File: config.mk
export PLATFORM = sky130hd
export DESIGN_NAME = fs_mode_ctrl
export DESIGN_NICKNAME = d
export VERILOG_FILES = /design/src/rtl/fs_mode_ctrl.sv
export SDC_FILE = /design/constraint.sdc
export NUM_CORES = 1
export LEC_CHECK = 0
export ABC_AREA = 0
export BUFFER_PORTS_ARGS = -buffer_cell sky130_fd_sc_hd__buf_2
export CORE_UTILIZATION = 50
export DETAILED_ROUTE_END_ITERATION = 10
export GPL_TIMING_DRIVEN = 0
export PLACE_DENSITY = 0.86
export REMOVE_ABC_BUFFERS = 1
export SYNTH_ARGS = -nofsm -noshare
export SYNTH_HDL_FRONTEND = slang
export SYNTH_SLANG_ARGS = --single-unit
File: constraint.sdc
create_clock -name clk -period 2.2 [get_ports clk]
set_clock_uncertainty 0.05 [all_clocks]
set_input_delay 0.22 -clock clk [delete_from_list [all_inputs] [get_ports clk]]
set_output_delay 0.22 -clock clk [all_outputs]
set_load 0.01 [all_outputs]
File: src/rtl/fs_mode_ctrl.sv
module fs_mode_ctrl #(
  parameter int RST_CYC = 16,
  parameter int IRQ_TMO = 64
) (
  input  logic       clk,
  input  logic       rst_n,
  input  logic       req_normal,
  input  logic       req_standby,
  input  logic       req_sleep,
  input  logic       irq_read,
  input  logic [3:0] wake_cfg,
  input  logic       wd_off,
  input  logic [1:0] v3_mode,
  input  logic       wd_ovf,
  input  logic       can_act,
  input  logic       lin_act,
  input  logic       wake_pin,
  input  logic       cur_rise,
  input  logic       v3_ovl,
  output logic [1:0] mode_o,
  output logic       rstn_o,
  output logic       en_o,
  output logic       intn_drv,
  output logic       v1_en,
  output logic       inh_oe,
  output logic [2:0] rst_src,
  output logic [4:0] wake_flags
);
  localparam logic [1:0] M_START = 2'd0, M_NORM = 2'd1, M_STBY = 2'd2, M_SLEEP = 2'd3;
  localparam int CMAX = (RST_CYC > IRQ_TMO) ? RST_CYC : IRQ_TMO;
  localparam int CW = $clog2(CMAX + 1);
  localparam logic [CW-1:0] START_END = CW'(RST_CYC - 1);
  localparam logic [CW-1:0] TMO_END = CW'(IRQ_TMO - 1);

  logic [1:0]    mode;
  logic [CW-1:0] cnt;
  logic [2:0]    src;
  logic [4:0]    flags;
  logic [2:0]    pin_s;

  wire act     = (mode == M_NORM) || (mode == M_STBY);
  wire sb      = mode == M_STBY;
  wire slp     = mode == M_SLEEP;
  wire bus     = can_act | lin_act;
  wire pin_fall = pin_s[2] & ~pin_s[1];
  wire v3_live = v3_mode != 2'd0;
  wire pend    = |flags;
  wire timeout = act && pend && !irq_read && (cnt == TMO_END);

  wire r_wd  = wd_ovf && ((mode == M_NORM) || (sb && wake_cfg[0]) || (slp && !wd_off));
  wire r_bus = bus && ((sb && wake_cfg[1]) || slp);
  wire r_pin = pin_fall && ((sb && wake_cfg[2]) || slp);
  wire r_cur = cur_rise && sb && wake_cfg[3];
  wire r_ovl = v3_ovl && v3_live && slp;
  wire force_rst = r_wd | timeout | r_bus | r_pin | r_cur | r_ovl;

  logic [2:0] src_n;
  always_comb begin
    if (r_wd)         src_n = 3'd1;
    else if (timeout) src_n = 3'd2;
    else if (r_bus)   src_n = 3'd3;
    else if (r_pin)   src_n = 3'd4;
    else if (r_cur)   src_n = 3'd6;
    else              src_n = 3'd5;
  end

  wire [4:0] new_f = {
    v3_ovl && v3_live && act,
    cur_rise && act && !(sb && wake_cfg[3]),
    pin_fall && act && !(sb && wake_cfg[2]),
    bus && act && !(sb && wake_cfg[1]),
    wd_ovf && sb && !wake_cfg[0]
  };

  always_ff @(posedge clk or negedge rst_n) begin
    if (!rst_n) pin_s <= 3'b111;
    else        pin_s <= {pin_s[1:0], wake_pin};
  end

  always_ff @(posedge clk or negedge rst_n) begin
    if (!rst_n) flags <= '0;
    else        flags <= (irq_read ? 5'd0 : flags) | new_f;
  end

  always_ff @(posedge clk or negedge rst_n) begin
    if (!rst_n) begin
      mode <= M_START;
      cnt  <= '0;
      src  <= 3'd0;
    end else if (force_rst) begin
      mode <= M_START;
      cnt  <= '0;
      src  <= src_n;
    end else begin
      case (mode)
        M_START: begin
          if (cnt == START_END) begin
            mode <= M_STBY;
            cnt  <= '0;
          end else cnt <= cnt + 1'b1;
        end
        M_NORM, M_STBY: begin
          if (req_sleep) begin
            mode <= M_SLEEP;
            cnt  <= '0;
          end else begin
            if (mode == M_NORM && req_standby) mode <= M_STBY;
            if (mode == M_STBY && req_normal)  mode <= M_NORM;
            cnt <= (pend && !irq_read) ? cnt + 1'b1 : '0;
          end
        end
        default: cnt <= '0;
      endcase
    end
  end

  assign mode_o     = mode;
  assign rstn_o     = act;
  assign en_o       = act & ~wd_ovf;
  assign intn_drv   = pend;
  assign v1_en      = ~slp;
  assign inh_oe     = ~slp;
  assign rst_src    = src;
  assign wake_flags = flags;

  p_start_len_r1: assert property (@(posedge clk) disable iff (!rst_n)
    (mode == M_START && cnt == START_END) |=> (mode == M_STBY && rstn_o));

  p_sleep_entry_r3: assert property (@(posedge clk) disable iff (!rst_n)
    (act && req_sleep && !force_rst) |=> (!rstn_o && !v1_en && !inh_oe));

  p_ovl_ignored_r5: assert property (@(posedge clk) disable iff (!rst_n)
    (slp && v3_ovl && v3_mode == 2'd0 && !bus && !pin_fall && !(wd_ovf && !wd_off))
      |=> (mode_o == M_SLEEP));

  p_sticky_r7: assert property (@(posedge clk) disable iff (!rst_n)
    !irq_read |=> ((wake_flags & $past(wake_flags)) == $past(wake_flags)));

  p_deadline_r8: assert property (@(posedge clk) disable iff (!rst_n)
    (timeout && !r_wd) |=> (mode_o == M_START && rst_src == 3'd2));

  p_wd_first_r11: assert property (@(posedge clk) disable iff (!rst_n)
    r_wd |=> (rst_src == 3'd1 && !rstn_o));
endmodule

==> out/results.ini <==
[detailed_routing]
first_pass_iters = 4
drc = 0
routed_wl_mm = 2.61
via_per_inst = 5.71
routed-via-count = 1011
post_drt_wl_per_cell_um = 14.8
antenna_left = 0
drt_iter0_markers = 15

[global_route]
grt_max_degree = 21
track_usage_pct = 23.2
global_route.overflow_total = 0
antenna_found_initial = 0
grt_pass1_wl_mm = 4.32
grt_pass1_vias = 973

[clock_tree]
cts_tree = yes
clk_latency_ps = 300
cts_made_buffers = 3
cts.sinks = 20
h-tree-depth = 1
root_buffer = clkbuf_4
clk_pin_slew_ps = 110
clk_path_buf_depth = 2
post_cts.repair.setup_buffers = 0

[place]
dp_hpwl_mm = 1.95
gp_congestion = 0.883
pre_cts_ws_ps = -95.9
io_buffers = 33
place_area_mm2 = 0.00134

[sta]
setup_tns_ps = 0
slew_headroom_pct = 67.3
setup_viol = 0
fin_crit_ps = 2050
fmax_mhz = 487
tightest_slew_ps = 489
min_period_over_period_pct = 93.3
fin_ws_ps = 148
hold_slack_ps = 121
slew_viol_final = 0
rsz0062_at_grt = false
hold_viol_final = 0

[cells_and_area]
diodes = 0
nets = 175
drive_gt1_share_pct = 34.9
stdcell_area_mm2 = 0.00141
area_delta_synth_final_pct = 20.4

[setup_path]
required_ps = 2360
end_kind = flip-flop
cp_max_fo = 10
start_kind = flip-flop
crit_type = flip-flop to flip-flop
arrival_ps = 2210

[floorplanning]
dieArea_mm2 = 0.00254
rows = 17
die_height_um = 50.4
die_x_um = 50.4
initial_utilization_pct = 52.9
core_mm2 = 0.00221
boundaryPins = 34

[yosys]
ys_warn_count = 0
synth.area.mux_share_pct = 0
ys.flop_type = dfrtp_1
yosys.area_share.adder_pct = 6.42
synth_top_family_by_area = compound AO/OA/AOI/OAI gates
netlist_area_mm2 = 0.00117
synth_compound_area_share_pct = 21.7
synth_enable_flop_cells = 0
ys_ff_latch = 20
postSynthCellCount = 114
synth-simple-area-share_pct = 19.1
synth_xor_area_share_pct = 3.74
ys_types = 42
async_reset_ff_share_pct = 100
yosysSeqAreaShare_pct = 43.1
syn_avg_cell_area_um2 = 10.3

[pwr]
p_per_area_mw_per_mm2 = 1070
vdd_ir_drop_max_v = 0.000781
leakage_nw = 0.658

[flow_run]
drv_cap = 0

[outcome]
outcome = complete, no violations

[min_path]
hold_path_class = input pin to flip-flop

-- worst max-delay path, cell delays in order, from the launching register on --
cell and delay [ps]:
dfrtp_2 440, inv_1 80, ha_1 320, and2_4 220, o31ai_4 300, o311ai_4 230, nor4_1 320
-- sequential cells by signal, summed over array words and instances (netlist names) --
register and cells:
pin_s 3, mode_o 2, rst_src 3, cnt 7, wake_flags 5
-- metal layers --
layer  part of all wire [%]  GRT usage [%]  wire [µm]
met2                     50           40.7       1320
met3                    5.2           3.64        135
met4                    1.9           9.72         50
met1                     42           28.0       1110
met5                      0              0          0
-- what timing repair did --
action | in CTS | in global routing
endpoints found under the setup margin | 6 | 8
hold buffers | 2 | 0
resized for setup | 2 | 3
pin swaps | 0 | 0
endpoints found under the hold margin | 18 | 0
-- cell usage after synthesis, types with 3 or more instances --
cell type | instances | share of area, %
dfrtp_1 | 17 | 36
inv_1 | 10 | 3.2
o21ai_0 | 8 | 3.4
ha_1 | 6 | 6.4
nand2_1 | 6 | 1.9
nor4_1 | 6 | 3.2
nand3_1 | 5 | 2.1
a211oi_1 | 3 | 1.9
dfstp_2 | 3 | 6.7
nand2b_1 | 3 | 1.6
nor2_1 | 3 | 0.96
nor2b_1 | 3 | 1.6
nor3_1 | 3 | 1.3
xnor2_1 | 3 | 2.2
-- cells by family after synthesis --
kind of cell,count (synthesis)
buf+inv,14
xor+xnor,5
flops,20
compound gates,32
simple gates,37
fa+ha+maj,6
-- stage by stage --
step           util (%)  power, W  cells
2_1_floorplan         -   0.00103    110
3_3_place_gp       60.5   0.00124    171
3_5_place_dp       60.5   0.00127    171
4_1_cts            63.4   0.00150    177
5_1_grt            63.7   0.00163    177
6_report           63.7   0.00151    177
-- cells in the final DEF (no fill, tap or decap), types with 2 or more instances in the layout --
master / instances
buf_2: 33
dfrtp_1: 15
inv_1: 10
o21ai_0: 8
nand2_1: 6
nor4_1: 6
nand3_1: 5
ha_1: 5
nor2_1: 3
xnor2_1: 3
nand2b_1: 3
nor2b_1: 3
nor3_1: 3
clkbuf_4: 3
dfstp_2: 3
a21o_1: 2
o22ai_1: 2
o211ai_1: 2
xor2_1: 2
a211oi_1: 2
a31oi_1: 2
dlygate4sd3_1: 2
dfrtp_2: 2
-- final cells by class --
type,instances,area [µm²]
fillers,173,803
multi-input cells,80,608
flip-flops and latches,20,507
repair buffers,35,185
inverters,10,37.5
clock buffers,4,36.3
well taps,28,35.0
-- power by group --
group	internal [W]	switching, W	total, W
Clock	0.000101	0.000114	0.000215
Sequential	0.000466	0.0000757	0.000542
Combinational	0.000319	0.000431	0.000750
-- final timing paths --
path / start / to / slack [ps] / depth (start not counted)
max in group asynchronous: rst_n / pin_s[2] / 1440 / 2
min: v3_mode[0] / wake_flags[4] / 120 / 3
max: mode_o[0] / cnt[3] / 150 / 6
min in group asynchronous: rst_n / wake_flags[4] / 330 / 2
max reg2reg: mode_o[0] / cnt[3] / 150 / 6
min reg2reg: pin_s[0] / pin_s[1] / 310 / 0
Power figures use the tool's default switching activity.
